==> src/rtl/ccs_pkg.sv <==
package ccs_pkg;
  localparam int ADDR_W    = 8;
  localparam int DATA_W    = 8;
  localparam int PAIRS     = 4;
  localparam int PIDX_W    = $clog2(PAIRS);
  localparam int LINE_W    = 9;
  localparam int PAYLOAD_W = 2 * DATA_W;
  localparam int LINE_SETS = 3;

  localparam logic [ADDR_W-1:0] STATUS_ADDR = 8'h1F;
  localparam logic [ADDR_W-1:0] DATA_BASE   = 8'h20;

  localparam logic [DATA_W-1:0] CC_RST_VAL  = 8'h80;
  localparam logic [DATA_W-1:0] WSS_RST_VAL = 8'h00;

  // status byte layout
  localparam int BIT_SRST    = 7;
  localparam int BIT_PD      = 6;
  localparam int BIT_FLAG_HI = 5;

  typedef enum logic [PIDX_W-1:0] {
    PAIR_CC_ODD   = 2'd0,
    PAIR_CC_EVEN  = 2'd1,
    PAIR_WSS_ODD  = 2'd2,
    PAIR_WSS_EVEN = 2'd3
  } pair_e;

  typedef enum logic { FLD_ODD = 1'b0, FLD_EVEN = 1'b1 } field_e;
  typedef enum logic { KIND_CC = 1'b0, KIND_WSS = 1'b1 } kind_e;
endpackage

==> src/rtl/ccs_rst_sync.sv <==
module ccs_rst_sync #(
  parameter int STAGES = 2
) (
  input  logic clk,
  input  logic rst_n,
  output logic rst_sync_n
);
  logic [STAGES-1:0] sync_q;
  logic [STAGES-1:0] sync_d;

  always_comb begin
    sync_d = {sync_q[STAGES-2:0], 1'b1};
  end

  always_ff @(posedge clk or negedge rst_n) begin
    if (!rst_n) sync_q <= '0;
    else        sync_q <= sync_d;
  end

  assign rst_sync_n = sync_q[STAGES-1];
endmodule

==> src/rtl/ccs_capture_decode.sv <==
module ccs_capture_decode
  import ccs_pkg::*;
#(
  parameter logic [LINE_W-1:0] ODD_LINES  [LINE_SETS] = '{9'd18, 9'd21, 9'd22},
  parameter logic [LINE_W-1:0] EVEN_LINES [LINE_SETS] = '{9'd281, 9'd284, 9'd335}
) (
  input  logic              clk,
  input  logic              rst_n,
  input  logic              cap_valid,
  input  logic              cap_field,
  input  logic              cap_kind,
  input  logic [LINE_W-1:0] cap_line,
  input  logic              cc_odd_en,
  input  logic              cc_even_en,
  output logic [PAIRS-1:0]  hit
);
  logic [LINE_SETS-1:0] odd_match;
  logic [LINE_SETS-1:0] even_match;

  for (genvar i = 0; i < LINE_SETS; i++) begin : g_line
    assign odd_match[i]  = (cap_line == ODD_LINES[i]);
    assign even_match[i] = (cap_line == EVEN_LINES[i]);
  end

  logic is_odd, is_cc;
  assign is_odd = (cap_field == FLD_ODD);
  assign is_cc  = (cap_kind == KIND_CC);

  always_comb begin
    hit = '0;
    hit[PAIR_CC_ODD]   = cap_valid &  is_cc &  is_odd & cc_odd_en  & (|odd_match);
    hit[PAIR_CC_EVEN]  = cap_valid &  is_cc & !is_odd & cc_even_en & (|even_match);
    hit[PAIR_WSS_ODD]  = cap_valid & !is_cc &  is_odd;
    hit[PAIR_WSS_EVEN] = cap_valid & !is_cc & !is_odd;
  end

  p_one_pair_r2: assert property (@(posedge clk) disable iff (!rst_n)
    $onehot0(hit));
  p_odd_line_r3: assert property (@(posedge clk) disable iff (!rst_n)
    hit[PAIR_CC_ODD] |-> (cap_line == 9'd18 || cap_line == 9'd21 || cap_line == 9'd22));
  p_even_line_r3: assert property (@(posedge clk) disable iff (!rst_n)
    hit[PAIR_CC_EVEN] |-> (cap_line == 9'd281 || cap_line == 9'd284 || cap_line == 9'd335));
  p_cc_enable_r4: assert property (@(posedge clk) disable iff (!rst_n)
    (cap_valid && !cc_odd_en && !cc_even_en) |-> !hit[PAIR_CC_ODD] && !hit[PAIR_CC_EVEN]);
endmodule

==> src/rtl/ccs_pair_reg.sv <==
module ccs_pair_reg
  import ccs_pkg::*;
#(
  parameter logic [DATA_W-1:0] RST_VAL = 8'h80
) (
  input  logic              clk,
  input  logic              rst_n,
  input  logic              srst,
  input  logic              cap_hit,
  input  logic [DATA_W-1:0] cap_a,
  input  logic [DATA_W-1:0] cap_b,
  input  logic              clr,
  output logic [DATA_W-1:0] byte_a,
  output logic [DATA_W-1:0] byte_b,
  output logic              flag
);
  logic [DATA_W-1:0] a_d, b_d;
  logic              flag_d;
  logic              data_en;

  assign data_en = cap_hit | srst;

  always_comb begin
    a_d    = byte_a;
    b_d    = byte_b;
    flag_d = flag;
    if (srst) begin
      a_d    = RST_VAL;
      b_d    = RST_VAL;
      flag_d = 1'b0;
    end else if (cap_hit) begin
      a_d    = cap_a;
      b_d    = cap_b;
      flag_d = 1'b1;
    end else if (clr) begin
      flag_d = 1'b0;
    end
  end

  always_ff @(posedge clk or negedge rst_n) begin
    if (!rst_n) begin
      byte_a <= RST_VAL;
      byte_b <= RST_VAL;
    end else if (data_en) begin
      byte_a <= a_d;
      byte_b <= b_d;
    end
  end

  always_ff @(posedge clk or negedge rst_n) begin
    if (!rst_n) flag <= 1'b0;
    else        flag <= flag_d;
  end

  p_flag_set_r2: assert property (@(posedge clk) disable iff (!rst_n)
    (cap_hit && !srst) |=> flag);
  p_capture_wins_r8: assert property (@(posedge clk) disable iff (!rst_n)
    (cap_hit && clr && !srst) |=> flag);
  p_clear_r6: assert property (@(posedge clk) disable iff (!rst_n)
    (clr && !cap_hit) |=> !flag);
  p_data_hold_r5: assert property (@(posedge clk) disable iff (!rst_n)
    (!cap_hit && !srst) |=> ($stable(byte_a) && $stable(byte_b)));
endmodule

==> src/rtl/ccs_ctrl_reg.sv <==
module ccs_ctrl_reg
  import ccs_pkg::*;
(
  input  logic clk,
  input  logic rst_n,
  input  logic wr_en,
  input  logic pd_in,
  input  logic srst_in,
  output logic pd,
  output logic srst_req
);
  logic pd_d, srst_d;

  always_comb begin
    pd_d   = pd;
    srst_d = 1'b0;
    if (srst_req) begin
      pd_d   = 1'b0;
    end else if (wr_en) begin
      pd_d   = pd_in;
      srst_d = srst_in;
    end
  end

  always_ff @(posedge clk or negedge rst_n) begin
    if (!rst_n) begin
      pd       <= 1'b0;
      srst_req <= 1'b0;
    end else begin
      pd       <= pd_d;
      srst_req <= srst_d;
    end
  end

  p_srst_self_clear_r10: assert property (@(posedge clk) disable iff (!rst_n)
    srst_req |=> !srst_req);
  p_pd_cleared_r10: assert property (@(posedge clk) disable iff (!rst_n)
    srst_req |=> !pd);
endmodule

==> src/rtl/caption_status_bank.sv <==
module caption_status_bank
  import ccs_pkg::*;
(
  input  logic        clk,
  input  logic        rst_n,
  input  logic [7:0]  host_addr,
  input  logic        host_wr,
  input  logic [7:0]  host_wdata,
  input  logic        host_rd,
  output logic [7:0]  host_rdata,
  input  logic        cap_valid,
  input  logic        cap_field,
  input  logic        cap_kind,
  input  logic [8:0]  cap_line,
  input  logic [15:0] cap_data,
  input  logic        cc_odd_en,
  input  logic        cc_even_en,
  input  logic        anc_sent,
  input  logic [1:0]  anc_sel,
  output logic        clk_stop,
  output logic        soft_rst_out
);
  logic rst_sync_n;
  logic pd, srst_req;
  logic [PAIRS-1:0] hit, clr, flag, sel_a, sel_b;
  logic [DATA_W-1:0] byte_a [PAIRS];
  logic [DATA_W-1:0] byte_b [PAIRS];
  logic status_sel, status_wr;
  logic [DATA_W-1:0] status_byte;

  ccs_rst_sync #(.STAGES(2)) u_rst (
    .clk(clk), .rst_n(rst_n), .rst_sync_n(rst_sync_n)
  );

  ccs_capture_decode u_dec (
    .clk(clk), .rst_n(rst_sync_n),
    .cap_valid(cap_valid), .cap_field(cap_field), .cap_kind(cap_kind),
    .cap_line(cap_line), .cc_odd_en(cc_odd_en), .cc_even_en(cc_even_en),
    .hit(hit)
  );

  assign status_sel = (host_addr == STATUS_ADDR);
  assign status_wr  = host_wr & status_sel;

  ccs_ctrl_reg u_ctrl (
    .clk(clk), .rst_n(rst_sync_n), .wr_en(status_wr),
    .pd_in(host_wdata[BIT_PD]), .srst_in(host_wdata[BIT_SRST]),
    .pd(pd), .srst_req(srst_req)
  );

  for (genvar p = 0; p < PAIRS; p++) begin : g_pair
    localparam logic [DATA_W-1:0] RV = (p < 2) ? CC_RST_VAL : WSS_RST_VAL;
    localparam logic [ADDR_W-1:0] A_ADDR = DATA_BASE + ADDR_W'(2 * p);
    localparam logic [ADDR_W-1:0] B_ADDR = DATA_BASE + ADDR_W'(2 * p + 1);

    assign sel_a[p] = (host_addr == A_ADDR);
    assign sel_b[p] = (host_addr == B_ADDR);
    assign clr[p]   = (host_rd & sel_b[p]) |
                      (anc_sent & (anc_sel == PIDX_W'(p)));

    ccs_pair_reg #(.RST_VAL(RV)) u_pair (
      .clk(clk), .rst_n(rst_sync_n), .srst(srst_req),
      .cap_hit(hit[p]),
      .cap_a(cap_data[DATA_W-1:0]), .cap_b(cap_data[PAYLOAD_W-1:DATA_W]),
      .clr(clr[p]),
      .byte_a(byte_a[p]), .byte_b(byte_b[p]), .flag(flag[p])
    );
  end

  always_comb begin
    status_byte = '0;
    status_byte[BIT_SRST] = srst_req;
    status_byte[BIT_PD]   = pd;
    for (int p = 0; p < PAIRS; p++) begin
      status_byte[BIT_FLAG_HI - p] = flag[p];
    end
  end

  always_comb begin
    host_rdata = '0;
    if (status_sel) host_rdata = status_byte;
    for (int p = 0; p < PAIRS; p++) begin
      if (sel_a[p]) host_rdata = byte_a[p];
      if (sel_b[p]) host_rdata = byte_b[p];
    end
  end

  assign clk_stop     = pd;
  assign soft_rst_out = srst_req;

  p_pd_write_r9: assert property (@(posedge clk) disable iff (!rst_sync_n)
    (host_wr && host_addr == 8'h1F && !srst_req) |=> (clk_stop == $past(host_wdata[6])));
  p_srst_clears_r10: assert property (@(posedge clk) disable iff (!rst_sync_n)
    soft_rst_out |=> (flag == '0 && !clk_stop));
  p_reserved_r12: assert property (@(posedge clk) disable iff (!rst_sync_n)
    (host_addr == 8'h1F) |-> (host_rdata[1:0] == 2'b00));
  p_unmapped_keeps_r11: assert property (@(posedge clk) disable iff (!rst_sync_n)
    (host_rd && !anc_sent && !srst_req && (host_addr < 8'h1F || host_addr > 8'h27))
      |=> (flag == ($past(flag) | $past(hit))));
endmodule

==> config.mk <==
export PLATFORM = sky130hd
export DESIGN_NAME = caption_status_bank
export DESIGN_NICKNAME = d
export VERILOG_FILES = /design/src/rtl/ccs_pkg.sv /design/src/rtl/ccs_rst_sync.sv /design/src/rtl/ccs_capture_decode.sv /design/src/rtl/ccs_pair_reg.sv /design/src/rtl/ccs_ctrl_reg.sv /design/src/rtl/caption_status_bank.sv
export SDC_FILE = /design/constraint.sdc
export NUM_CORES = 1
export LEC_CHECK = 0
export BUFFER_PORTS_ARGS = -buffer_cell sky130_fd_sc_hd__buf_2
export CAP_MARGIN = 20
export CORE_UTILIZATION = 40
export CTS_CLUSTER_DIAMETER = 50
export DETAILED_ROUTE_END_ITERATION = 6
export MAX_ROUTING_LAYER = met4
export PLACE_DENSITY = 0.65
export SLEW_MARGIN = 25
export SYNTH_ARGS = -nofsm -noshare
export SYNTH_HDL_FRONTEND = slang
export SYNTH_SLANG_ARGS = --single-unit
==> constraint.sdc <==
create_clock -name clk -period 2.15 [get_ports clk]
set_input_delay 0.215 -clock clk [delete_from_list [all_inputs] [get_ports clk]]
set_output_delay 0.215 -clock clk [all_outputs]
set_load 0.02 [all_outputs]
======== Word level (Yosys, flattened, before mapping) ========
Index checks and enable logic that the tools add are counted.
W data, S select, Z words.
word-level totals
  flip-flop bits (word level) ............. 72
operators by class
  equal/unequal tests ..................... 18
  bitwise operators ....................... 29
  muxes and demuxes ....................... 41
  reductions and logical operators ........ 16
operators by type and width
  kind                  number
  $mux W8               25
  $eq A8 B6 Y1 const B  8
  $eq A9 B5 Y1 const B  3
  $eq A9 B9 Y1 const B  3
  $and A1 B1 Y1         19
  $mux W1               16
  $reduce_bool A3 Y1    4
  $reduce_bool A2 Y1    5
  $eq A8 B5 Y1 const B  1
  $or A1 B1 Y1          8
  $reduce_and A2 Y1     4
  $reduce_or A3 Y1      2
  $eq A2 B2 Y1 const B  2
  $eq A2 B1 Y1 const B  1
  $logic_not A2 Y1      1
  $not A1 Y1            2

======== Longest topological paths before layout ========
  depth in word-level cells ............... 10
  mapped depth ............................ 7

======== Modules after synthesis ========
From an unflattened synthesis, not the netlist that was laid out.
unflattened totals
  cell total of the unflattened synthesis .. 374
  area total of the unflattened synthesis .. 4002.6 um^2
modules (own cells, without submodules)
  module                               cells each  area an instance (um^2)  sequential area each (um^2)  instances
  ccs_pair_reg (g_pair[0].u_pair ...)  56          706.9                    427.9                        2
  ccs_pair_reg (g_pair[2].u_pair ...)  56          701.9                    425.4                        2
  caption_status_bank                  126         943.4                    0.0                          1
  ccs_capture_decode                   15          116.4                    0.0                          1
  ccs_ctrl_reg                         6           71.3                     50.0                         1
  ccs_rst_sync                         3           53.8                     50.0                         1

======== Least setup slack after synthesis ========
No wires, ideal clock.
  path kind ............................... input port to output port
  start point ............................. input host_addr[0]
  end point ............................... output host_rdata[2]
  stages on the path ...................... 7
  arrival time ............................ 1.836 ns
  required time ........................... 1.935 ns
  path slack .............................. 0.099 ns
  path through ............................ buf_2 clkbuf_1 clkbuf_1 mux2i_1 nand2_1 o21ai_0 a22oi_1
on the way
  cells in the longest elaborated chain, start to end .. 10
ends and longest elaborated chain
  element             RTL line                   source
  start: declaration  caption_status_bank.sv:6   input logic [7:0] host_addr,
  $eq A8 B5 Y1        caption_status_bank.sv:42  assign status_sel = (host_addr == STATUS_ADDR);
  $mux W8             caption_status_bank.sv:81  if (status_sel) host_rdata = status_byte;
  $mux W8             caption_status_bank.sv:83  if (sel_a[p]) host_rdata = byte_a[p];
  $mux W8             caption_status_bank.sv:84  if (sel_b[p]) host_rdata = byte_b[p];
  $mux W8             caption_status_bank.sv:83
  $mux W8             caption_status_bank.sv:84
  $mux W8             caption_status_bank.sv:83
  $mux W8             caption_status_bank.sv:84
  $mux W8             caption_status_bank.sv:83
  $mux W8 *           caption_status_bank.sv:84
  end: declaration    caption_status_bank.sv:10  output logic [7:0] host_rdata,
Mark *: on every way between the ends. The rest lies on a longest branch, timed or not.

======== Worst setup path in the final report ========
  start point ............................. input host_addr[2]
  end point ............................... output host_rdata[3]
The elaborated chain is that of the path after synthesis.

==> metrics <==
fin crit period 2.04 ns; post-CTS setup buffers 0; drt via density approximately 5.9; ys async rst share 1.00; startpoint types primary input; first-pass GRT wire length between 15000 and 20000 µm; most frequent cells in the layout dfrtp_1 (67), buf_2 (56), mux2i_1 (47); pre-CTS setup slack about 0.11 ns; die area between 9000 and 10000 µm²; antenna-violating nets left 0; Die Height 99.1 µm; average routed wire per standard cell approximately 19 µm; CP max-delay cell or4b_1; Tightest Pin Transition 0.513 ns; cts bufs inserted 9; status completed; final worst slack roughly 0.11 ns; DRC marker count from the first detailed-route iteration between 200 and 250; CTS Sinks between 70 and 80; CP Class in2out; Detailed Route WL between 10000 and 15000 µm; Hold Crit Depth 3; VDD IR-drop max about 0.0005 V; post-synthesis mux area share 0.203; cell area after synthesis 3770 µm²; Warnings, synthesis 0; Setup violations, final 0; Final Cell Area around 4600 µm²; Power Total approximately 0.0034 W; Worst Reg-to-Reg Cells 3; Final Hold Viols 0; filler instances between 800 and 900; grt total ovfl 0; largest net degree at the start of global routing 42; Final Max Slew Viols 0; CP dominant cell by count buf_2; sw frac 0.238; Arr. time, crit path ~1.8 ns; vias in the first global route about 3200; post-synthesis adder-cell area fraction 0; Hold Crit Class in2reg; Clock Skews roughly 0.0063 ns; highest clock rate roughly 0.49 GHz; Port Buffers 56; most used flip-flop cell after synthesis dfrtp_1; xor-xnor portion of the synthesized cell area 0; CP Cell Sequence buf_2 -> or4b_1 -> buf_4 -> a211oi_1 -> o22ai_1 -> a22oi_1 -> buf_2; layout cells sized above 1 0.299; DR pass1 iterations 5; P_sw approximately 0.00080 W; Clock power frac 0.407; TritonCTS clock tree yes; commonest non-fill, non-tap cell in the layout dfrtp_1; Internal 0.00258 W; Worst path max stage delay around 0.52 ns; Pleak between 2 and 2.5 nW; Comb pwr share 0.131; Root Driver clkbuf_8; initial antenna violation count 0; Max-slew headroom 0.658; setup_tns 0 ns; Compound-Gate Fraction of Synth Area 0.149; Core Area a little over 9000 µm²; Syn Inst Count ~340; clock-pin slew on the worst setup and hold paths 0.08 ns; # rows 35; die width 99.1 µm; Nets 463; total global-route track usage 0.230; largest family of logic cells by synthesized area multiplexers; power per cell area around 740 nW/µm²; Top Ports 63; sequential power share 0.462; H-tree Lvls 3; register area share after synthesis 0.479; n_diodes 0; DP Area 4320 µm²; worst-path fanout max 8; RSZ-0062 raised after global routing false; required time worst endpoint between 1.5 and 2 ns; Yosys reg bits around 70; Area growth syn-to-layout 22.0%; Simple-Gate Fraction of Synth Area 0.129; Worst-Skew Late Latency about 0.34 ns; Residual DRC 0; number of max-cap violations 0; Initial Util 0.410; critical path endpoint category primary output; Post-synth EDFFs 0; syn_nets between 300 and 400; Bufs on Longest Clock Path 2; via count 3108; post-DP HPWL approximately 7000 µm; Synth cell types 41; Syn Area/Cell about 11 µm²; crit share post-route 0.949; Final GP Congestion roughly 0.9
==> synthesized netlist by cell type (4+ instances only) <==
cell / count / area (µm²)
o21ai_0: 14 / 70.1
nor3_1: 9 / 45.0
clkbuf_1: 17 / 63.8
dfstp_2: 4 / 105
mux4_2: 10 / 225
mux2_2: 6 / 67.6
dfrtp_1: 68 / 1700
o22ai_1: 6 / 37.5
nand3_1: 4 / 20.0
a22oi_1: 6 / 45.0
mux2i_1: 47 / 470
a211oi_1: 7 / 52.6
a22o_1: 32 / 280
nand2_1: 39 / 146
nor2_1: 25 / 93.8
inv_1: 10 / 37.5
==> state kept, by name, indices dropped and copies added (netlist names) <==
register,flops
g_pair.u_pair.byte_b,32
u_rst.sync_q,2
u_ctrl.srst_req,1
g_pair.u_pair.byte_a,32
u_ctrl.pd,1
g_pair.u_pair.flag,4
==> through the flow <==
step / std cells / hold WS (ns) / utilization
final: 526 / 0.111 / 0.500
after global routing: 526 / 0.109 / 0.500
after CTS: 526 / 0.0999 / 0.500
after detailed placement: 509 / 0.00165 / 0.470
after global placement: 509 / 0.000682 / 0.470
after floorplan: 342 / -0.0806 / -
==> layout make-up <==
class / count / area (µm²) / share of cell area
clock buffers: 12 / 165 / 0.0359
clock inverters: 4 / 98.8 / 0.0215
inverters: 11 / 41.3 / 0.00898
multi-input cells: 235 / 1840 / 0.400
flip-flops and latches: 72 / 1810 / 0.393
well taps: 111 / 139 / 0.0302
repair buffers: 81 / 508 / 0.110
==> logic make-up after synthesis <==
kind of cell / count (synthesis)
AND/OR/NAND/NOR: 99
other: 1
flip-flops: 72
buffers and inverters: 35
multiplexers: 63
AO/OA/AOI/OAI: 72
==> critical path: cells and delay by family <==
kind            cells  cell delay (ns)
compound gates      3             0.54
buf+inv             3             0.53
simple gates        1             0.52
==> power by group through the flow <==
stage / logic (W) / clock network (W) / registers, W
floorplan: 0.000275 / 0 / 0.00157
global placement: 0.000426 / 0 / 0.00158
detailed placement: 0.000439 / 0 / 0.00159
CTS: 0.000444 / 0.00140 / 0.00156
global route: 0.000485 / 0.00147 / 0.00158
finish: 0.000442 / 0.00138 / 0.00156
==> worst paths after layout <==
kind | to | from | slack [ns]
hold reg to reg | g_pair[2].u_pair.byte_a[5] | u_rst.sync_q[1] | 0.24
hold / removal | u_ctrl.pd | host_wdata[6] | 0.11
min in group asynchronous | u_rst.sync_q[1] | rst_n | 0.18
max in group asynchronous | g_pair[1].u_pair.byte_b[7] | u_rst.sync_q[1] | 1.25
setup reg to reg | g_pair[2].u_pair.flag | u_ctrl.srst_req | 0.81
setup / recovery | host_rdata[3] | host_addr[2] | 0.11
==> routing by layer <==
layer  up-vias  share of wire  track usage
met3        19          0.068       0.0482
met4         0          0.023       0.0871
met5         -              0            -
li1       1402              -            -
met1      1560           0.45        0.301
met2       127           0.46        0.353
==> timing repair <==
action / CTS / global route
hold endpoints to repair: 2 / 0
resized for setup: 0 / 0
setup endpoints to repair: 0 / 0
hold buffers: 1 / 0
Note: power is estimated with default switching activity, not from simulation.
